### src/rtl/lpst_pkg.sv
package lpst_pkg;
  localparam int DRV_W     = 3;
  localparam int SNS_W     = 4;
  localparam int STEP_W    = 4;
  localparam int STAT_W    = 8;
  localparam int TAPE_LAST = 8;
  localparam int SER_LAST  = 7;

  typedef enum logic {SEQ_IDLE = 1'b0, SEQ_RUN = 1'b1} seq_st_e;

  typedef struct packed {
    logic [DRV_W-1:0] drv;
    logic [SNS_W-1:0] want;
    logic [SNS_W-1:0] care;
  } step_t;

  function automatic step_t mk_step(logic [DRV_W-1:0] d, logic [SNS_W-1:0] w,
                                    logic [SNS_W-1:0] c);
    step_t s;
    s.drv  = d;
    s.want = w;
    s.care = c;
    return s;
  endfunction
endpackage

### src/rtl/lpst_sync.sv
module lpst_sync #(
  parameter int W      = 4,
  parameter int STAGES = 2
) (
  input  logic         clk,
  input  logic         rst_n,
  input  logic [W-1:0] din,
  output logic [W-1:0] dout
);
  logic [STAGES-1:0][W-1:0] stg_q;

  always_ff @(posedge clk or negedge rst_n) begin
    if (!rst_n) begin
      stg_q <= '0;
    end else begin
      stg_q[0] <= din;
      for (int i = 1; i < STAGES; i++) stg_q[i] <= stg_q[i-1];
    end
  end

  assign dout = stg_q[STAGES-1];
endmodule

### src/rtl/lpst_timer.sv
module lpst_timer #(
  parameter int CNT_W = 16
) (
  input  logic             clk,
  input  logic             rst_n,
  input  logic             load_i,
  input  logic [CNT_W-1:0] load_val_i,
  output logic             expired_o
);
  logic [CNT_W-1:0] cnt_q, cnt_d;

  always_comb begin
    cnt_d = cnt_q;
    if (load_i) cnt_d = load_val_i;
    else if (cnt_q != '0) cnt_d = cnt_q - CNT_W'(1);
  end

  always_ff @(posedge clk or negedge rst_n) begin
    if (!rst_n) cnt_q <= '0;
    else        cnt_q <= cnt_d;
  end

  assign expired_o = (cnt_q == '0);
endmodule

### src/rtl/lpst_script.sv
module lpst_script
  import lpst_pkg::*;
(
  input  logic              mode_i,
  input  logic              sel_i,
  input  logic [STEP_W-1:0] step_i,
  output step_t             entry_o,
  output logic              last_o
);
  // Tape:   drv[0]=write drv[1]=motor on; in[0]=read in[1]=motor readback
  //         in[2]=mapped sense in[3]=port sense
  // Serial: drv[0]=DATA drv[1]=CLK drv[2]=ATN; in[0]=DATA-in in[1]=CLK-in
  always_comb begin
    entry_o = mk_step('0, '0, '0);
    if (mode_i) begin
      unique case (step_i)
        4'd1: entry_o = mk_step(3'b000, 4'b0011, 4'b0011);
        4'd2: entry_o = mk_step(3'b001, 4'b0000, 4'b0001);
        4'd3: entry_o = mk_step(3'b000, 4'b0001, 4'b0001);
        4'd4: entry_o = mk_step(3'b010, 4'b0000, 4'b0010);
        4'd5: entry_o = mk_step(3'b000, 4'b0010, 4'b0010);
        4'd6: entry_o = mk_step(3'b100, 4'b0000, 4'b0010);
        4'd7: entry_o = mk_step(3'b000, 4'b0010, 4'b0010);
        default: entry_o = mk_step('0, '0, '0);
      endcase
    end else begin
      unique case (step_i)
        4'd1: entry_o = mk_step(3'b000, 4'b0001, 4'b0001);
        4'd2: entry_o = mk_step(3'b001, 4'b0000, 4'b0001);
        4'd3: entry_o = mk_step(3'b000, 4'b0001, 4'b0001);
        4'd4: entry_o = mk_step(3'b000, 4'b0000, sel_i ? 4'b1000 : 4'b0100);
        4'd5: entry_o = mk_step(3'b000, 4'b0010, 4'b0010);
        4'd6: entry_o = mk_step(3'b010, 4'b0000, 4'b0010);
        4'd7: entry_o = mk_step(3'b010, 4'b0100, sel_i ? 4'b0000 : 4'b0100);
        4'd8: entry_o = mk_step(3'b010, 4'b1000, sel_i ? 4'b1000 : 4'b0000);
        default: entry_o = mk_step('0, '0, '0);
      endcase
    end
  end

  assign last_o = (step_i == (mode_i ? STEP_W'(SER_LAST) : STEP_W'(TAPE_LAST)));
endmodule

### src/rtl/lpst_seq.sv
module lpst_seq
  import lpst_pkg::*;
#(
  parameter int CNT_W = 16
) (
  input  logic              clk,
  input  logic              rst_n,
  input  logic              start_i,
  input  logic              mode_i,
  input  logic              sel_i,
  input  logic [CNT_W-1:0]  settle_i,
  input  logic              expired_i,
  input  logic [SNS_W-1:0]  sense_i,
  input  step_t             entry_i,
  input  logic              last_i,
  output logic              load_o,
  output logic [CNT_W-1:0]  load_val_o,
  output logic [STEP_W-1:0] step_o,
  output logic              mode_o,
  output logic              sel_o,
  output logic              busy_o,
  output logic              done_o,
  output logic [STAT_W-1:0] status_o
);
  seq_st_e            st_q, st_d;
  logic [STEP_W-1:0]  step_q, step_d;
  logic [STAT_W-1:0]  status_q, status_d;
  logic               done_q, done_d;
  logic               mode_q, sel_q;
  logic [CNT_W-1:0]   settle_q;
  logic               cfg_en, status_en, step_pass;

  assign step_pass = (((sense_i ^ entry_i.want) & entry_i.care) == '0);

  always_comb begin
    st_d       = st_q;
    step_d     = step_q;
    status_d   = status_q;
    done_d     = 1'b0;
    cfg_en     = 1'b0;
    status_en  = 1'b0;
    load_o     = 1'b0;
    load_val_o = settle_q;
    unique case (st_q)
      SEQ_IDLE: begin
        if (start_i) begin
          st_d       = SEQ_RUN;
          step_d     = STEP_W'(1);
          status_d   = '0;
          status_en  = 1'b1;
          cfg_en     = 1'b1;
          load_o     = 1'b1;
          load_val_o = settle_i;
        end
      end
      SEQ_RUN: begin
        if (expired_i) begin
          if (!step_pass) begin
            st_d      = SEQ_IDLE;
            done_d    = 1'b1;
            status_d  = {{(STAT_W-STEP_W){1'b0}}, step_q};
            status_en = 1'b1;
          end else if (last_i) begin
            st_d      = SEQ_IDLE;
            done_d    = 1'b1;
            status_d  = '0;
            status_en = 1'b1;
          end else begin
            step_d = step_q + STEP_W'(1);
            load_o = 1'b1;
          end
        end
      end
      default: st_d = SEQ_IDLE;
    endcase
  end

  always_ff @(posedge clk or negedge rst_n) begin
    if (!rst_n) begin
      st_q   <= SEQ_IDLE;
      step_q <= '0;
      done_q <= 1'b0;
    end else begin
      st_q   <= st_d;
      step_q <= step_d;
      done_q <= done_d;
    end
  end

  always_ff @(posedge clk or negedge rst_n) begin
    if (!rst_n) begin
      mode_q   <= 1'b0;
      sel_q    <= 1'b0;
      settle_q <= '0;
    end else if (cfg_en) begin
      mode_q   <= mode_i;
      sel_q    <= sel_i;
      settle_q <= settle_i;
    end
  end

  always_ff @(posedge clk or negedge rst_n) begin
    if (!rst_n)         status_q <= '0;
    else if (status_en) status_q <= status_d;
  end

  assign step_o   = step_q;
  assign mode_o   = mode_q;
  assign sel_o    = sel_q;
  assign busy_o   = (st_q == SEQ_RUN);
  assign done_o   = done_q;
  assign status_o = status_q;
endmodule

### src/rtl/lpbk_step_tester.sv
module lpbk_step_tester
  import lpst_pkg::*;
#(
  parameter int CNT_W       = 16,
  parameter int SYNC_STAGES = 2
) (
  input  logic              clk,
  input  logic              rst_n,
  input  logic              start_i,
  input  logic              mode_i,
  input  logic              sense_sel_i,
  input  logic [CNT_W-1:0]  settle_i,
  input  logic [SNS_W-1:0]  lb_i,
  output logic [DRV_W-1:0]  drv_o,
  output logic              busy_o,
  output logic              done_o,
  output logic [STAT_W-1:0] status_o
);
  logic [SNS_W-1:0]  sense_s;
  logic              load, expired, last, mode_q, sel_q;
  logic [CNT_W-1:0]  load_val;
  logic [STEP_W-1:0] step;
  step_t             entry;

  lpst_sync #(.W(SNS_W), .STAGES(SYNC_STAGES)) u_sync (
    .clk(clk), .rst_n(rst_n), .din(lb_i), .dout(sense_s)
  );

  lpst_timer #(.CNT_W(CNT_W)) u_timer (
    .clk(clk), .rst_n(rst_n), .load_i(load), .load_val_i(load_val),
    .expired_o(expired)
  );

  lpst_script u_script (
    .mode_i(mode_q), .sel_i(sel_q), .step_i(step), .entry_o(entry), .last_o(last)
  );

  lpst_seq #(.CNT_W(CNT_W)) u_seq (
    .clk(clk), .rst_n(rst_n), .start_i(start_i), .mode_i(mode_i),
    .sel_i(sense_sel_i), .settle_i(settle_i), .expired_i(expired),
    .sense_i(sense_s), .entry_i(entry), .last_i(last), .load_o(load),
    .load_val_o(load_val), .step_o(step), .mode_o(mode_q), .sel_o(sel_q),
    .busy_o(busy_o), .done_o(done_o), .status_o(status_o)
  );

  assign drv_o = busy_o ? entry.drv : '0;
endmodule

### config.mk
export PLATFORM = sky130hd
export DESIGN_NAME = lpbk_step_tester
export DESIGN_NICKNAME = d
export VERILOG_FILES = /design/src/rtl/lpst_pkg.sv /design/src/rtl/lpst_sync.sv /design/src/rtl/lpst_timer.sv /design/src/rtl/lpst_script.sv /design/src/rtl/lpst_seq.sv /design/src/rtl/lpbk_step_tester.sv
export SDC_FILE = /design/constraint.sdc
export NUM_CORES = 1
export LEC_CHECK = 0
export BUFFER_PORTS_ARGS = -buffer_cell sky130_fd_sc_hd__clkbuf_2
export CORE_MARGIN = 5
export CORE_UTILIZATION = 40
export DETAILED_ROUTE_END_ITERATION = 16
export HOLD_SLACK_MARGIN = 0.08
export MAX_ROUTING_LAYER = met4
export PLACE_DENSITY_LB_ADDON = 0.15
export SYNTH_ARGS = -nofsm -noshare
export SYNTH_HDL_FRONTEND = slang
export SYNTH_SLANG_ARGS = --single-unit
### constraint.sdc
create_clock -name clk -period 3.1 [get_ports clk]
set_clock_uncertainty 0.1 [all_clocks]
set_input_delay 0.62 -clock clk [delete_from_list [all_inputs] [get_ports clk]]
set_output_delay 0.62 -clock clk [all_outputs]
set_load 0.01 [all_outputs]
### Yosys cells after proc, flatten, opt, wreduce, memory -nomap -nowiden

Index checks and enable logic that the tools add are counted.

| word-level totals | value |
|---|---|
| flip-flop bits (word level) | 56 |
| bits of input ports | 25 |

| cells by class | value |
|---|---|
| add/subtract/negate cells | 2 |
| bitwise logic cells | 3 |
| mux-type cells | 35 |
| equal/unequal tests | 14 |
| reduce and logical (&&, ||, !) cells | 8 |

Operator list:

| kind | number |
|---|---|
| case mux 10 bit (7 select lines) | 1 |
| case mux 11 bit (6 select lines) | 1 |
| two-way mux 16 bit | 4 |
| two-way mux 8 bit | 4 |
| two-way mux 4 bit | 7 |
| == test 4 x 3 -> 1 bit (second input constant) | 4 |
| zero test 16 bit | 1 |
| case mux 8 bit (2 select lines) | 1 |
| nonzero test 16 bit | 1 |
| subtractor 16 x 1 -> 16 bit (second input constant) | 1 |
| two-way mux 11 bit | 1 |
| two-way mux 1 bit | 10 |
| == test 4 x 2 -> 1 bit (second input constant) | 2 |
| inequality test 2 bit (second input constant) | 4 |
| case mux 4 bit (2 select lines) | 1 |
| AND reduction 4 bit | 2 |
| two-way mux 3 bit | 2 |
| case mux 1 bit (2 select lines) | 3 |
| adder 4 x 1 -> 4 bit (second input constant) | 1 |
| bitwise AND 4 bit | 1 |
| == test 4 x 1 -> 1 bit (second input constant) | 1 |
| == test 4 bit | 1 |
| == test 4 bit (second input constant) | 1 |
| zero test 4 bit | 1 |
| 5 further kinds | 6 |

### Longest topological paths before layout

Gate-level depths: netlist of the first run.

| logic depth | value |
|---|---|
| word-level depth | 11 |
| depth in mapped cells | 9 |
| gate-level depth less buffers | 8 |

### By module

From an unflattened synthesis of the first run, not the netlist that was laid out.

| second synthesis, totals | value |
|---|---|
| cells, all modules | 306 |
| area, all modules | 2,813.9 sq um |

Modules (own cells, without submodules):

| module | area each (sq um) | cells an instance | instances |
|---|---|---|---|
| lpst_seq | 1,338.8 | 159 | 1 |
| lpst_timer | 1,006.0 | 104 | 1 |
| lpst_sync | 230.2 | 12 | 1 |
| lpst_script | 220.2 | 28 | 1 |
| lpbk_step_tester | 18.8 | 3 | 1 |

### Worst setup path before layout of the first run

OpenSTA, ideal clock, no wires.

| path | value |
|---|---|
| path kind | register to register |
| start point | reg u_timer.cnt_q[9] |
| end point | reg u_timer.cnt_q[0] |
| library setup time | 0.125 ns |
| data arrival time | 2.499 ns |
| data required time | 2.875 ns |
| stages on the path, launching flop included | 8 |
| path buffers | 1 |
| path slack | 0.376 ns |
| cells stage by stage | dfrtp_1 > or4_4 > or4_4 > or3b_1 > buf_6 > nor2_8 > a21oi_4 > mux2_4 |

| between the ends | value |
|---|---|
| longest elaborated chain between the ends | 4 |
| elaborated cells on any way between the ends | 6 |

Ends and longest elaborated chain:

| element | line | RTL |
|---|---|---|
| from (decl) | lpst_timer.sv:10 | `logic [CNT_W-1:0] cnt_q, cnt_d;` |
| from (signal assigned) | lpst_timer.sv:20 | `else cnt_q <= cnt_d;` |
| zero test 16 bit | lpst_timer.sv:23 | `assign expired_o = (cnt_q == '0);` |
| two-way mux 1 bit | lpst_seq.sv:57 | `if (expired_i) begin` |
| case mux 1 bit (2 select lines) | lpst_seq.sv:44 | `unique case (st_q)` |
| two-way mux 16 bit / nonzero test 2 bit (equally long branches) | -- |  |

Several ways; a longest one is shown, not always the timed one.
A chain may end at the register's enable or synchronous reset.

### Final worst setup path of the first run

Same ends and word-level chain as after synthesis.

==> impl_metrics.tcl, run 1 <==
set metrics [dict create \
    detail_route.wl_per_cell_microns 14.6 \
    highest_ir_drop_seen_on_vdd_mv 0.366 \
    power.internal_mw 1.53 \
    syn_area_per_cell_sq_um 9.94 \
    power_share_of_the_clock_group_pct 22.3 \
    post_synth_xor_area_fraction_pct 4.71 \
    routed-via-count 1937 \
    design.portCount 38 \
    complex_gate_fraction_of_the_synthesized_area_pct 12.0 \
    maxCapViolCount 0 \
    net-switching-power_mw 0.737 \
    drc_viols 0 \
    power_frac_seq_pct 47.4 \
    grt-ovfl-total 0 \
    clock_sinks 52 \
    postRouteWirelength_microns 5440 \
    synth_top_cells_by_count "dfrtp_1 (52), nand2_1 (48), nor2_1 (18)" \
    synth.lib_cells_used.distinct 45 \
    placement_rows 29 \
    drtPass1Iterations 4 \
    layout.nets 325 \
    syn_to_final_growth_pct 13.8 \
    critical_path_peak_fanout 10 \
    final_max_slew_viol_count 0 \
    cts_buffers 5 \
    holdPathEnd "u_sync.dout[2]" \
    crit_chain "or4_4 -> or4_4 -> or3b_1 -> nor2_8 -> a21oi_4 -> mux2_4" \
    final_hold_viol_count 0 \
    run_status "finished clean" \
    post_cts_resized 0 \
    power_leakage_nw 1.40 \
    timing.hold.worst.start "u_sync.stg_q[2]" \
    clock_insertion_delay_worst_skew_ps 310 \
    multi_input_area_sq_mm 0.00118 \
    share_comb_of_total_power_pct 30.4 \
    worst-r2r-cell-count 6 \
    synth-async-reset-ratio_pct 100 \
    largest_net_degree_at_the_start_of_global_routing 28 \
    period_share_pct 94.4 \
    crit_path_top_delay_cell "or4_4" \
    via_per_inst 5.19 \
    setup_total_negative_slack_ps 0 \
    path_delay_family "simple AND/OR/NAND/NOR gates" \
    initial_core_util_pct 41.0 \
    regToRegSetupSlack_ps 170 \
    grtUsageTotal_pct 14.2 \
    antenna_violating_nets_post_route 0 \
    die_boundary_height_microns 90.7 \
    cts.path.max_buffers 2 \
    crit_path_end_kind "flop" \
    diodes 0 \
    ys_ff_latch 52 \
    worst_hold_path.num_cells 0 \
    power_per_cell_area_mw_per_mm2 764 \
    synth_sequential_area_ratio_pct 50.0 \
    path_clk_slew_ps 90 \
    finish.instance_area_sq_mm 0.00297 \
    fmax_mhz 342 \
    cp_num_buf_inv 0 \
    netlist_instances 262 \
    clock-root-buffer "clkbuf_8" \
    die_ar_sq_mm 0.00823 \
    swShare_pct 32.5 \
    hold_path.class "flop to flop" \
    io_buffer_count 33 \
    synth_enable_flop_cells 0 \
    number_of_antenna_violations_at_the_first_check_in_global_routing 0 \
    synth-main-ff-cell "dfrtp_1" \
    dominant_combinational_cell_family_by_area_after_synthesis "simple AND/OR/NAND/NOR gates" \
    grt_pass1_wl_microns 9330 \
    dominant_cell_type_by_area_after_synthesis "dfrtp_1" \
    timing.final.crit_period_ps 2930 \
    start_kind "flop" \
    synth.yosys.warnings 0 \
    first_global_vias 1897 \
    synth_adder_area_share_pct 2.40 \
    critical_path_class "flop to flop" \
    simple_gate_area_share_of_the_yosys_netlist_pct 20.4 \
    netlist.area_leader.share_pct 50.0 \
    gpl.final_weighted_congestion 0.851 \
    drive_above_1_share_pct 19.6 \
    detail_route.iter0.violations 94 \
    cp.required_ps 3200 \
    layout.filler_cells 612 \
    tritoncts "yes" \
    crit_path_frequent_cell "or4_4" \
    design.core.area_sq_mm 0.00635 \
    placed_cell_area_sq_mm 0.00283 \
    fp.dieW_microns 90.7 \
    detailed_place_hpwl_microns 3930 \
    report.final.setup_viol 0 \
    max_stage_delay_ps 580 \
    ys_top_cells_by_area "dfrtp_1 (50%), nand2_1 (6.9%), xnor2_1 (4.0%)" \
    seq_area_sq_mm 0.00130 \
    grt_setup_unrepaired "false" \
    worst_slew_pin_slew_ps 682 \
    regToRegEndpoint "u_timer.cnt_q[0]" \
    reg2reg_from "u_timer.cnt_q[9]" \
    cts-htree-levels 2 \
    slew_headroom_pct 54.2 \
    post_synth_instance_area_sq_mm 0.00260 \
    yosys.cell_count.top_type "dfrtp_1" \
    synth_mux_area_share_pct 5.24 \
    timing.critical_path.arrival_ps 3030 \
]
[cell usage in the layout (no fill, tap or decap), drive strengths merged, types with 2 or more instances in the layout]
cell type,instances
buf,4
mux2,4
and4,2
dfrtp,52
nor2,19
inv,14
nand3,2
o22ai,5
a21o,2
o21ai,8
nand2,48
a21oi,6
mux2i,8
o21a,3
conb,4
ha,5
or2,2
or4,4
xnor2,12
a32o,4
or3b,2
nand2b,6
or3,2
clkbuf,40
xor2,2
nor4,2
nor2b,2
a31oi,3
a221o,6
nor3,15
[power groups by stage]
stage,clock (mW),combinational [mW],sequential [mW]
global placement,0,0.676,1.08
global route,0.544,0.789,1.10
floorplan,0,0.572,1.03
CTS,0.521,0.696,1.07
finish,0.504,0.687,1.07
detailed placement,0,0.689,1.08
[registers in the layout (all words and copies together) (netlist names)]
signal,flops
u_seq.step_o,4
u_sync.dout,4
u_seq.status_o,4
u_seq.settle_q,16
u_seq.busy_o,1
u_timer.cnt_q,16
u_seq.sel_o,1
u_sync.stg_q,4
u_seq.mode_o,1
u_seq.done_o,1
[worst max-delay path by stage]
stage,start,endpoint,slack (ps),cells past startpoint
finish,u_timer.cnt_q[9],u_timer.cnt_q[0],170,6
floorplan,u_timer.cnt_q[9],u_timer.cnt_q[0],380,7
detailed placement,u_timer.cnt_q[9],u_timer.cnt_q[0],190,6
global placement,u_timer.cnt_q[9],u_timer.cnt_q[15],230,6
global route,u_timer.cnt_q[9],u_timer.cnt_q[0],110,6
CTS,u_timer.cnt_q[9],u_timer.cnt_q[0],180,6
[kinds of logic after synthesis]
kind of cell,Yosys count
AND/OR/NAND/NOR,107
flip-flops,52
AO/OA/AOI/OAI,42
buffers and inverters,29
XOR/XNOR,14
multiplexers,12
adder cells (fa/ha/maj),5
other,1
[routing by layer]
metal  global-route usage (%)  up-vias  routed length [microns]
met2                     22.3       30                     2630
met3                     3.42        5                      198
met1                     18.3      946                     2560
met4                     4.22        0                       51
li1                         -      956                        -
met5                        -        -                        0
[final cells by class]
class | instances | area share (%)
clock buffer | 7 | 3.25
clock inverter | 1 | 1.01
inverter | 14 | 1.77
multi-input combinational | 184 | 39.9
sequential | 52 | 43.9
tap | 77 | 3.25
timing repair buffer | 38 | 6.92
[timing repair]
item / in CTS / in global routing
hold buffers: 1 / 0
endpoints found under the hold margin: 9 / 0
setup buffers: 0 / 0
[stage by stage]
| step | cells | utilization [%] | setup slack (ps) | hold WS [ps] | power [mW] |
|---|---|---|---|---|---|
| final | 373 | 46.7 | 173 | 259 | 2.26 |
| after global placement | 364 | 44.6 | 226 | 233 | 1.76 |
| after global routing | 373 | 46.7 | 110 | 269 | 2.44 |
| after CTS | 373 | 46.7 | 183 | 264 | 2.29 |
| after detailed placement | 364 | 44.6 | 195 | 242 | 1.77 |
| after floorplan | 265 | - | 376 | 224 | 1.60 |
Note: power is estimated with default switching activity, not from simulation.
==> inputs of run 2 (changes only) <==
- clock period: 3.1 -> 2.8 ns (I/O delays scaled with it)
==> impl_metrics.tcl, run 2 (synthesis gave the netlist of run 1 again) <==
set metrics [dict create \
    multi_input_area_sq_mm 0.00119 \
    final_max_slew_viol_count 0 \
    finalWorstSetupSlack_ps 102 \
    detailed_place_hpwl_microns 3970 \
    worst_slew_pin_slew_ps 694 \
    crit_path_top_delay_cell "or4_4" \
    path_delay_family "simple AND/OR/NAND/NOR gates" \
    die_boundary_height_microns 90.7 \
    layout.nets 335 \
    seq_area_sq_mm 0.00130 \
    net-switching-power_mw 0.824 \
    design.portCount 38 \
    grtUsageTotal_pct 14.2 \
    critical_path_class "flop to flop" \
    hold_path.class "input port to async pin" \
    power_per_cell_area_mw_per_mm2 838 \
    diodes 0 \
    timing.critical_path.arrival_ps 2790 \
    swShare_pct 32.1 \
    clock_sinks 52 \
    drc_viols 0 \
    mostFrequentLayoutCell "dfrtp_1" \
    slew_headroom_pct 53.4 \
    grt_setup_unrepaired "false" \
    placement.setup.worst_slack_ps -27.0 \
    crit_path_frequent_cell "or4_4" \
    initial_core_util_pct 41.0 \
    largest_net_degree_at_the_start_of_global_routing 28 \
    tritoncts "yes" \
    clock_insertion_delay_worst_skew_ps 300 \
    cp.required_ps 2900 \
    die_ar_sq_mm 0.00823 \
    layout.filler_cells 618 \
    antenna_violating_nets_post_route 0 \
    path_clk_slew_ps 90 \
    post-route-util_pct 48.3 \
    drtPass1Iterations 4 \
    crit_path_end_kind "flop" \
    detail_route.iter0.violations 46 \
    power.internal_mw 1.74 \
    syn_to_final_growth_pct 17.7 \
    period_share_pct 96.3 \
    highest_ir_drop_seen_on_vdd_mv 0.435 \
    cts.path.max_buffers 2 \
    cts_buffers 5 \
    placement_rows 29 \
    postRouteWirelength_microns 5430 \
    maxCapViolCount 0 \
    crit_chain "or4_4 -> or4_4 -> or3b_4 -> nor2_8 -> a21oi_4 -> mux2_4" \
    cp_num_buf_inv 0 \
    power.total_mw 2.57 \
    critical_path_peak_fanout 7 \
    final_hold_viol_count 0 \
    largest_registers "u_seq.settle_q x16, u_timer.cnt_q x16" \
    layout_common_cells "dfrtp_1 (52), nand2_1 (48), clkbuf_2 (33)" \
    io_buffer_count 33 \
    timing.final.crit_period_ps 2700 \
    grt_pass1_wl_microns 9430 \
    share_comb_of_total_power_pct 33.2 \
    start_kind "flop" \
    gpl.final_weighted_congestion 0.867 \
    detail_route.wl_per_cell_microns 14.2 \
    grt-ovfl-total 0 \
    run_status "finished clean" \
    number_of_antenna_violations_at_the_first_check_in_global_routing 0 \
    fmax_mhz 371 \
    max_stage_delay_ps 550 \
    design.core.area_sq_mm 0.00635 \
    drive_above_1_share_pct 22.9 \
    clock-root-buffer "clkbuf_8" \
    routed-via-count 1971 \
    first_global_vias 2024 \
    fp.dieW_microns 90.7 \
    power_frac_seq_pct 45.1 \
    via_per_inst 5.15 \
    power_share_of_the_clock_group_pct 21.7 \
    power_leakage_nw 1.45 \
    report.final.setup_viol 0 \
    cts.hold.buffers_added 0 \
    cts-htree-levels 2 \
]
[run 2: final timing paths]
| check | start | end | slack (ps) | cells past startpoint |
|---|---|---|---|---|
| worst max-delay path | u_timer.cnt_q[9] | u_timer.cnt_q[15] | 100 | 6 |
| worst min-delay path | rst_n | u_sync.dout[3] | 170 | 1 |
| worst max register to register | u_timer.cnt_q[9] | u_timer.cnt_q[15] | 100 | 6 |
| worst min register to register | u_sync.stg_q[2] | u_sync.dout[2] | 260 | 0 |
| max in group asynchronous | rst_n | u_timer.cnt_q[15] | 1850 | 2 |
| min in group clk | lb_i[1] | u_sync.stg_q[1] | 260 | 1 |
[run 2: per-stage QoR]
step / std cells / instance area, sq um / setup TNS [ps] / hold WS (ps)
floorplan: 265 / 2620 / 0 / 164
global placement: 375 / 2940 / 0 / 234
detailed placement: 375 / 2940 / -59.6 / 243
CTS: 383 / 3070 / 0 / 189
global route: 383 / 3070 / 0 / 209
finish: 383 / 3070 / 0 / 174
[run 2: power groups by stage]
stage / clock network (mW) / logic [mW] / registers (mW)
after floorplan: 0 / 0.633 / 1.14
after global placement: 0 / 0.843 / 1.17
after detailed placement: 0 / 0.851 / 1.17
after CTS: 0.578 / 0.866 / 1.16
after global routing: 0.605 / 0.969 / 1.20
final: 0.558 / 0.854 / 1.16
[run 2: what timing repair did]
item | CTS | global route
buffers inserted | 0 | 0
setup endpoints to repair | 5 | 0
resized for setup | 1 | 0
[run 2: layout make-up]
type	count	area share [%]
Sequential cell	52	42.4
Clock buffer	7	3.14
Clock inverter	1	0.980
Timing Repair Buffer	48	9.88
Tap cell	77	3.14
Multi-Input combinational cell	184	38.7
Inverter	14	1.71
[run 2: per-layer routing]
metal	routed length, microns	global-route usage [%]	up-vias
met1	2450	17.0	943
met4	93	4.09	0
met5	0	-	-
met3	211	3.25	9
li1	-	-	977
met2	2670	23.8	42
